File: src/rtl/bfw_pkg.sv
// Package: shared types for the boot failover watchdog.
// Assumes: a single clock domain for all users.
package bfw_pkg;

    // Watchdog sequencer states
    typedef enum logic [1:0] {
        WD_COUNT = 2'd0,   // armed, counting down
        WD_PULSE = 2'd1,   // driving the board reset pulse
        WD_OFF   = 2'd2    // disarmed by software
    } wd_state_e;

    // Fixed bit positions in the status word
    localparam int ST_ARMED   = 0;
    localparam int ST_FORCED  = 1;
    localparam int ST_EXPIRED = 2;
    localparam int ST_SEL_LSB = 3;

endpackage

File: src/rtl/bfw_sync.sv
// Module: bfw_sync
// Brings an asynchronous level into the clock domain through STAGES
// flops. STAGES = 0 selects a plain wire, for inputs already synchronous.
// Assumes: synchronous active-low reset; reset value is 0.
module bfw_sync #(
    parameter int STAGES = 2
) (
    input  logic clk,
    input  logic rst_n,
    input  logic d,
    output logic q
);

    generate
        if (STAGES == 0) begin : g_bypass
            assign q = d;
        end else begin : g_chain
            logic [STAGES-1:0] chain_q;

            // Shift the input level through the flop chain
            always_ff @(posedge clk) begin
                if (!rst_n) begin
                    chain_q <= '0;
                end else begin
                    chain_q <= {chain_q[STAGES-2:0], d};
                end
            end

            assign q = chain_q[STAGES-1];
        end
    endgenerate

endmodule

File: src/rtl/bfw_timer.sv
// Module: bfw_timer
// Countdown and reset-pulse sequencer. Counts TIMEOUT_CYC edges, then
// drives a PULSE_CYC-cycle reset request and re-arms. A disarm write
// during the countdown parks it in the OFF state until a reset. Priority
// on a shared edge: reset first, then disarm, then forced-off, then expiry.
// Assumes: TIMEOUT_CYC >= 2, PULSE_CYC >= 1, 'forced' already synchronous.
module bfw_timer
    import bfw_pkg::*;
#(
    parameter int TIMEOUT_CYC = 62_500_000,
    parameter int PULSE_CYC   = 16
) (
    input  logic clk,
    input  logic por_n,
    input  logic brd_rst_n,
    input  logic disarm_we,
    input  logic forced,
    output logic expire_o,
    output logic reset_req_o,
    output logic armed_o
);

    localparam int CNT_W  = $clog2(TIMEOUT_CYC);
    localparam int PCNT_W = (PULSE_CYC > 1) ? $clog2(PULSE_CYC) : 1;
    localparam logic [CNT_W-1:0]  CNT_RELOAD  = CNT_W'(TIMEOUT_CYC - 1);
    localparam logic [PCNT_W-1:0] PULSE_RELOAD = PCNT_W'(PULSE_CYC - 1);

    wd_state_e         state_q, state_d;
    logic [CNT_W-1:0]  cnt_q;
    logic [PCNT_W-1:0] pcnt_q;
    logic              in_reset;
    logic              expire;

    assign in_reset = !por_n || !brd_rst_n;

    // Next-state decision and expiry detection
    always_comb begin
        state_d = state_q;
        expire  = 1'b0;
        case (state_q)
            WD_COUNT: begin
                if (disarm_we) begin
                    state_d = WD_OFF;
                end else if (!forced && (cnt_q == '0)) begin
                    state_d = WD_PULSE;
                    expire  = 1'b1;
                end
            end
            WD_PULSE: begin
                if (pcnt_q == '0) begin
                    state_d = WD_COUNT;
                end
            end
            WD_OFF: begin
                state_d = WD_OFF;
            end
            default: begin
                state_d = WD_COUNT;
            end
        endcase
    end

    // Sequencer state register; either reset re-arms the countdown
    always_ff @(posedge clk) begin
        if (in_reset) begin
            state_q <= WD_COUNT;
        end else begin
            state_q <= state_d;
        end
    end

    // Timeout down-counter; held full while forced off or pulsing
    always_ff @(posedge clk) begin
        if (in_reset) begin
            cnt_q <= CNT_RELOAD;
        end else if (state_q == WD_COUNT) begin
            if (forced) begin
                cnt_q <= CNT_RELOAD;
            end else if (cnt_q != '0) begin
                cnt_q <= cnt_q - 1'b1;
            end
        end else if (state_q == WD_PULSE) begin
            cnt_q <= CNT_RELOAD;
        end
    end

    // Reset-pulse length counter, loaded on expiry
    always_ff @(posedge clk) begin
        if (in_reset) begin
            pcnt_q <= '0;
        end else if (expire) begin
            pcnt_q <= PULSE_RELOAD;
        end else if ((state_q == WD_PULSE) && (pcnt_q != '0)) begin
            pcnt_q <= pcnt_q - 1'b1;
        end
    end

    assign expire_o    = expire && !in_reset;
    assign reset_req_o = (state_q == WD_PULSE);
    assign armed_o     = (state_q != WD_OFF);

endmodule

File: src/rtl/bfw_bootsel.sv
// Module: bfw_bootsel
// Persistent boot-device index and sticky expired flag. Both live in
// the power-on domain only, so board resets leave them untouched. Each
// advance steps the index with wrap from NUM_DEV-1 to 0.
// Assumes: 'advance' is a single-cycle strobe, NUM_DEV >= 1.
module bfw_bootsel #(
    parameter int NUM_DEV = 3,
    localparam int SEL_W  = (NUM_DEV > 1) ? $clog2(NUM_DEV) : 1
) (
    input  logic             clk,
    input  logic             por_n,
    input  logic             advance,
    output logic [SEL_W-1:0] sel_o,
    output logic             expired_o
);

    localparam logic [SEL_W-1:0] SEL_LAST = SEL_W'(NUM_DEV - 1);

    logic [SEL_W-1:0] sel_q;
    logic             expired_q;

    // Step the device index with wrap on each expiry
    always_ff @(posedge clk) begin
        if (!por_n) begin
            sel_q <= '0;
        end else if (advance) begin
            sel_q <= (sel_q == SEL_LAST) ? '0 : sel_q + 1'b1;
        end
    end

    // Sticky record that an expiry has ever happened
    always_ff @(posedge clk) begin
        if (!por_n) begin
            expired_q <= 1'b0;
        end else if (advance) begin
            expired_q <= 1'b1;
        end
    end

    assign sel_o     = sel_q;
    assign expired_o = expired_q;

endmodule

File: src/rtl/bootfail_wdog.sv
// Module: bootfail_wdog (top)
// Board-level boot failover watchdog. Arms on power-on or external
// reset release, pulses a board reset on timeout, and moves the boot
// source to the next flash device. Software disarms it once; a
// mezzanine-present level forces it off.
// Assumes: por_n and brd_rst_n are synchronous to clk; mezz_present is not.
module bootfail_wdog
    import bfw_pkg::*;
#(
    parameter int NUM_DEV     = 3,
    parameter int TIMEOUT_CYC = 62_500_000,
    parameter int PULSE_CYC   = 16,
    parameter int SYNC_STAGES = 2,
    localparam int SEL_W      = (NUM_DEV > 1) ? $clog2(NUM_DEV) : 1,
    localparam int STAT_W     = ST_SEL_LSB + SEL_W
) (
    input  logic              clk,
    input  logic              por_n,
    input  logic              brd_rst_n,
    input  logic              disarm_we,
    input  logic              mezz_present,
    output logic              reset_req,
    output logic [SEL_W-1:0]  boot_sel,
    output logic [STAT_W-1:0] status
);

    logic forced;
    logic expire;
    logic armed;
    logic expired;

    bfw_sync #(
        .STAGES (SYNC_STAGES)
    ) u_sync (
        .clk   (clk),
        .rst_n (por_n),
        .d     (mezz_present),
        .q     (forced)
    );

    bfw_timer #(
        .TIMEOUT_CYC (TIMEOUT_CYC),
        .PULSE_CYC   (PULSE_CYC)
    ) u_timer (
        .clk         (clk),
        .por_n       (por_n),
        .brd_rst_n   (brd_rst_n),
        .disarm_we   (disarm_we),
        .forced      (forced),
        .expire_o    (expire),
        .reset_req_o (reset_req),
        .armed_o     (armed)
    );

    bfw_bootsel #(
        .NUM_DEV (NUM_DEV)
    ) u_bootsel (
        .clk       (clk),
        .por_n     (por_n),
        .advance   (expire),
        .sel_o     (boot_sel),
        .expired_o (expired)
    );

    // Assemble the status word from the fixed field positions
    always_comb begin
        status                          = '0;
        status[ST_ARMED]                = armed;
        status[ST_FORCED]               = forced;
        status[ST_EXPIRED]              = expired;
        status[ST_SEL_LSB +: SEL_W]     = boot_sel;
    end

endmodule

File: config.mk
export PLATFORM = sky130hd
export DESIGN_NAME = bootfail_wdog
export DESIGN_NICKNAME = d
export VERILOG_FILES = /design/src/rtl/bfw_pkg.sv /design/src/rtl/bfw_sync.sv /design/src/rtl/bfw_timer.sv /design/src/rtl/bfw_bootsel.sv /design/src/rtl/bootfail_wdog.sv
export SDC_FILE = /design/constraint.sdc
export NUM_CORES = 1
export LEC_CHECK = 0
export BUFFER_PORTS_ARGS = -buffer_cell sky130_fd_sc_hd__buf_2
export CORE_MARGIN = 5
export CORE_UTILIZATION = 35
export CTS_CLUSTER_SIZE = 24
export DETAILED_ROUTE_END_ITERATION = 6
export PLACE_DENSITY = 0.48
export SLEW_MARGIN = 20
export SYNTH_ARGS = -nofsm -noshare
export SYNTH_HDL_FRONTEND = slang
export SYNTH_HIERARCHICAL = 1
export SYNTH_SLANG_ARGS = --single-unit
File: constraint.sdc
create_clock -name clk -period 3.9 [get_ports clk]
set_input_delay 0.39 -clock clk [delete_from_list [all_inputs] [get_ports clk]]
set_output_delay 0.39 -clock clk [all_outputs]
set_load 0.01 [all_outputs]
==> flow_summary.json, run 1 <==
{
  "drt-vias-per-instance": 5.459,
  "initialDrtViolationCount": 87,
  "clock_skew_ns": 0.002560,
  "grt_setup_unrepaired": "no",
  "syn_nets": 247,
  "leakage_uw": 0.0007609,
  "tightest_slew_ns": 0.9626,
  "syn2layout_area_growth_pct": 5.420,
  "required_ns": 4.09,
  "path_clk_slew_ns": 0.07,
  "rows": 28,
  "worst-setup-path-type": "register to register",
  "die_h_um": 86.62,
  "postSynthCellCount": 240,
  "ys_types": 58,
  "yosys_warnings": 6,
  "fin_crit_sh_pct": 71.67,
  "max-vdd-ir-drop_mv": 0.1669,
  "finalCriticalPeriod_ns": 2.795,
  "ys.flop_type": "dfxtp_1",
  "die-width_um": 86.62,
  "post-cts-setup-buffers": 0,
  "async_reset_ff_share_pct": 0,
  "setup_viol": 0,
  "place_inst": 308,
  "ant_nets": 0,
  "cts_made_buffers": 5,
  "antenna_found_initial": 0,
  "initial_utilization_pct": 35.33,
  "gr-total-overflow": 0,
  "outcome": "complete, no violations",
  "min_from": "mezz_present",
  "track_usage_pct": 14.19,
  "crit_start": "u_timer/cnt_q[0]",
  "worstHoldPathType": "primary input to register",
  "num_vias": 1725,
  "drc_errors": 0,
  "port_buffers": 12,
  "power_density_nw_per_um2": 318.1,
  "hold_viol": 0,
  "drive_gt1_share_pct": 17.01,
  "most-common-layout-cells": "dfxtp_1, a21oi_1, nand2_1, nor2_1, o21ai_0",
  "grt_max_degree": 26,
  "critical_path.startpoint_type": "register",
  "fillers": 646,
  "fmax_ghz": 0.3578,
  "worstPathArrival_ns": 2.98,
  "final_net_count": 247,
  "wl_per_cell_um": 15.52,
  "netlist_area_um2": 2054,
  "grt_pass1_wl_mm": 8.321,
  "ys_seq_area_share_pct": 36.05,
  "drt_first_pass_iters": 4,
  "n_antenna_cell": 0,
  "syn-mean-instance-area_um2": 8.560,
  "grt_pass1_vias": 1687,
  "r2r-start": "u_timer/cnt_q[0]",
  "clkLatencyLatePin_ns": 0.29,
  "cts_root_buffer": "clkbuf_8",
  "maxCapViolCount": 0,
  "tns_ns": 0,
  "cts_tree": "done",
  "clockBufferDepth": 2,
  "hpwlAfterDp_mm": 3.197,
  "clock-sinks": 37,
  "wl_mm": 4.903,
  "setup.worst_path.end_class": "register",
  "synth_edf_count": 0,
  "cp_max_fo": 15,
  "core-area_um2": 5816,
  "globalplace.congestion": 0.7427,
  "dieArea_um2": 7502,
  "ctsHoldBuffers": 0,
  "ctsResizeCount": 0,
  "io_pins": 13,
  "final_max_slew_viol_count": 0,
  "layout_commonest_cell": "dfxtp_1",
  "final_cells": 316,
  "yosys_register_bits": 37,
  "slew_headroom_pct": 35.67,
  "htreeDepth": 2
}
## path summary, 6_finish.rpt
| kind | end | slack, ns | cells after the start |
|---|---|---|---|
| worst max-delay path | u_timer/cnt_q[5] | 1.10 | 7 |
| worst min-delay path | u_sync/g_chain.chain_q[0] | 0.30 | 2 |
| worst min register to register | u_sync/g_chain.chain_q[1] | 0.44 | 1 |
| worst max register to register | u_timer/cnt_q[5] | 1.10 | 7 |
## per-layer routing
metal,routed length (um),global-route usage [%],vias up
met3,161,2.852,11
li1,-,-,893
met1,2362,18.05,798
met2,2254,23.02,23
met5,0,0,-
met4,125,6.516,0
## layout make-up
cell class	instances	area [um^2]	share of cell area [%]
Clock buffer	6	72.57	3.351
Clock inverter	2	10.01	0.4622
Inverter	6	22.52	1.040
Multi-Input combinational cell	177	1159	53.49
Sequential cell	37	740.7	34.20
Tap cell	75	93.84	4.333
Timing Repair Buffer	13	67.56	3.120
## state kept, by name, summed over array words and instances (netlist names)
signal	cells
u_timer/cnt_q	26
u_timer/pcnt_q	4
u_bootsel/sel_o	2
u_sync/g_chain.chain_q	2
u_timer/state_q	2
u_bootsel/expired_o	1
## metrics by stage
| stage | worst slack (ns) | util (%) | power, uW | instance area (um^2) | hold WS (ns) |
|---|---|---|---|---|---|
| after floorplan | 1.802 | - | 423.4 | 2054 | 0.4118 |
| after global placement | 1.198 | 35.82 | 434.1 | 2083 | 0.4182 |
| after detailed placement | 1.113 | 35.82 | 433.7 | 2083 | 0.4231 |
| after CTS | 1.089 | 37.24 | 705.6 | 2166 | 0.2846 |
| after global routing | 0.9008 | 37.24 | 724.0 | 2166 | 0.3054 |
| final | 1.105 | 37.24 | 689.0 | 2166 | 0.2954 |
## cell families (layout without fill, tap and decap cells)
logic type	Yosys count	count (layout)	synth area share, %
AOI/OAI and AO/OA	71	71	22.53
xor gates and xnor gates	2	2	0.8528
adders and majority gates	2	2	1.218
buffers and inverters	26	27	7.552
DFF	37	37	36.05
muxes	1	1	0.4872
and+or+nand+nor	101	101	31.30
## power by group
| group | total [uW] | internal (uW) | switching [uW] | leakage [uW] |
|---|---|---|---|---|
| logic | 40.5 | 12.5 | 28.0 | 0.000416 |
| clock network | 265 | 124 | 141 | 0.0000450 |
| registers | 384 | 380 | 4.07 | 0.000299 |
| total | 689 | 516 | 173 | 0.000761 |
## synthesized netlist by cell type (3+ instances only)
cell type   n  area [um^2]
a21oi_1    25        125.1
o21ai_1     5        25.02
o21ai_0    13        65.06
and3_1      5        31.28
nand3_1     3        15.01
o211ai_1    3        22.52
buf_4       6        45.04
nor4_1      4        25.02
nand2_1    19        71.32
inv_1       6        22.52
clkbuf_1    5        18.77
o41ai_1     5        43.79
and2_1      6        37.54
dfxtp_1    37        740.7
a31oi_1     3        18.77
and4_1      5        43.79
nand4_1     4        25.02
buf_2       6        30.03
nor2_1     15        56.30
o32a_1      3        30.03
nor3_1     11        55.05
## critical path: stages (launching register included)
cell and delay (ns):
dfxtp_1 0.40, inv_1 0.06, ha_1 0.22, nor3b_2 0.18, and4_1 0.36, a41oi_2 0.71, nand2_1 0.35, o41ai_1 0.38
Note: power is estimated with default switching activity, not from simulation.
==> run 2, diff against run 1 <==
Settings changed: PLACE_DENSITY 0.48 to 0.5.
Clock period 3.9 ns to 2.4 ns, I/O delays scaled along.
==> run 2 against run 1 <==
Compared with the run above:
- sequential power grew 61%
- worst hold slack lost 0.14 ns
- power grew 73%
- combinational power grew 110%
- clock skew grew 0.00079 ns
- critical path depth is the same
- critical path type unchanged
- largest power group unchanged
- highest routed layer unchanged
==> flow_summary.json, run 2 (synthesis gave the netlist of run 1 again) <==
{
  "cp_max_fo": 6,
  "gr-total-overflow": 0,
  "syn2layout_area_growth_pct": 13.64,
  "holdWs_ns": 0.1529,
  "crit_chain": "or3_4, or4_4, nor4_2, nand2_2, nor2_1, nor3b_2, o21a_1",
  "ant_nets": 0,
  "maxCapViolCount": 0,
  "final_net_count": 267,
  "drt_first_pass_iters": 4,
  "die-width_um": 86.62,
  "fin_crit_sh_pct": 92.21,
  "clock_skew_ns": 0.003353,
  "fmax_ghz": 0.4519,
  "globalplace.congestion": 0.7584,
  "worstRegToRegCells": 7,
  "use_met1_pct": 19.04,
  "required_ns": 2.64,
  "post-cts-setup-buffers": 0,
  "antenna_found_initial": 0,
  "most-common-layout-cells": "dfxtp_1, a21oi_1, buf_4, nand2_1, nor2_1",
  "io_pins": 13,
  "top_usage_layer": "met2",
  "path_clk_slew_ns": 0.08,
  "internal_power_uw": 909.9,
  "slew_headroom_pct": 63.97,
  "cpLargestDelayFamily": "simple AND/OR/NAND/NOR gates",
  "num_vias": 1802,
  "power_frac_seq_pct": 51.9,
  "power_density_nw_per_um2": 511.5,
  "hpwlAfterDp_mm": 3.452,
  "grt_pass1_wl_mm": 8.452,
  "htreeDepth": 2,
  "final_max_slew_viol_count": 0,
  "slowest_delay_ns": 0.45,
  "share_comb_of_total_power_pct": 7.2,
  "hold_viol": 0,
  "worst-setup-path-type": "register to register",
  "drc_errors": 0,
  "drt-vias-per-instance": 5.363,
  "clock_power_share_pct": 40.9,
  "use_met3_pct": 3.137,
  "regMostFlops": "u_timer/cnt_q",
  "largest_registers": "u_timer/cnt_q x26, u_timer/pcnt_q x4",
  "critical_path.startpoint_type": "register",
  "die_h_um": 86.62,
  "drive_gt1_share_pct": 23.75,
  "clockBufferDepth": 2,
  "p_sw_share_pct": 23.81,
  "n_antenna_cell": 0,
  "wl_mm": 4.970,
  "initial_utilization_pct": 35.33,
  "core-area_um2": 5816,
  "switching_power_uw": 284.4,
  "worstHoldPathType": "primary input to register",
  "largest_reg_flops": 26,
  "min_from": "mezz_present",
  "leakage_uw": 0.0008666,
  "cts_made_buffers": 5,
  "ctsHoldBuffers": 0,
  "clock-sinks": 37,
  "setup_viol": 0,
  "grt_max_degree": 16,
  "max-vdd-ir-drop_mv": 0.2076,
  "grt_pass1_vias": 1732,
  "tightest_slew_ns": 0.5405,
  "worstPathArrival_ns": 2.45,
  "hold_end": "u_sync/g_chain.chain_q[0]",
  "use_met2_pct": 22.18,
  "initialDrtViolationCount": 158,
  "layout_commonest_cell": "dfxtp_1",
  "cts_tree": "done",
  "tns_ns": 0,
  "cts_root_buffer": "clkbuf_8",
  "rows": 28,
  "track_usage_pct": 14.09,
  "timing.rr.end": "u_bootsel/sel_o[0]",
  "hold_path_depth": 2,
  "crit_buf_inv": 0,
  "outcome": "complete, no violations",
  "dieArea_um2": 7502,
  "ctsResizeCount": 0,
  "finalCriticalPeriod_ns": 2.213,
  "grt_setup_unrepaired": "no",
  "wl_per_cell_um": 14.79,
  "r2r-start": "u_timer/cnt_q[20]",
  "clkLatencyLatePin_ns": 0.29,
  "cp_slowest_cell": "or4_4",
  "setup.worst_path.end_class": "register",
  "r2r_setup_slack_ns": 0.19,
  "port_buffers": 12
}
run 2: power groups by stage:
stage	registers (uW)	logic, uW	clock network [uW]
floorplan	635	52.8	0
global placement	634	87.0	0
detailed placement	634	86.1	0
CTS	619	86.6	509
global route	620	94.5	536
finish	619	85.9	489
run 2: worst max-delay path by stage:
| stage | from | to | slack (ns) | cells after the start |
|---|---|---|---|---|
| global placement | u_timer/cnt_q[20] | u_bootsel/sel_o[0] | 0.24 | 7 |
| global route | u_timer/cnt_q[20] | u_bootsel/sel_o[0] | 0.03 | 7 |
| detailed placement | u_timer/cnt_q[20] | u_bootsel/sel_o[0] | 0.20 | 7 |
| finish | u_timer/cnt_q[20] | u_bootsel/sel_o[0] | 0.19 | 7 |
| CTS | u_timer/cnt_q[20] | u_bootsel/sel_o[0] | 0.18 | 7 |
| floorplan | u_timer/cnt_q[20] | u_bootsel/sel_o[0] | 0.30 | 7 |
run 2: per-layer routing:
layer | wire length [um] | part of all wire, %
met1 | 2489 | 50
met2 | 2224 | 45
met3 | 186 | 3.7
met4 | 71 | 1.4
met5 | 0 | 0
run 2: per-stage QoR:
step / utilization [%] / cells / setup WS, ns / cell area, um^2 / total power, uW
after CTS: 40.15 / 336 / 0.1784 / 2335 / 1215
after detailed placement: 38.40 / 328 / 0.1991 / 2233 / 720.2
after global placement: 38.40 / 328 / 0.2434 / 2233 / 720.9
after global routing: 40.15 / 336 / 0.03468 / 2335 / 1251
after floorplan: - / 240 / 0.3020 / 2054 / 688.1
final: 40.15 / 336 / 0.1870 / 2335 / 1194
run 2: worst reg2reg max path: cells and delay by family, from the launching register on:
kind	cells	cell delay [ns]
simple gates	6	1.70
flops	1	0.35
compound gates	1	0.11
run 2: cell type report:
| class | count | area (um^2) |
|---|---|---|
| Sequential cell | 37 | 740.7 |
| Fill cell | 631 | 3481 |
| Multi-Input combinational cell | 177 | 1159 |
| Clock inverter | 1 | 5.005 |
| Tap cell | 75 | 93.84 |
| Inverter | 6 | 22.52 |
| Clock buffer | 7 | 96.34 |
| Timing Repair Buffer | 33 | 217.7 |
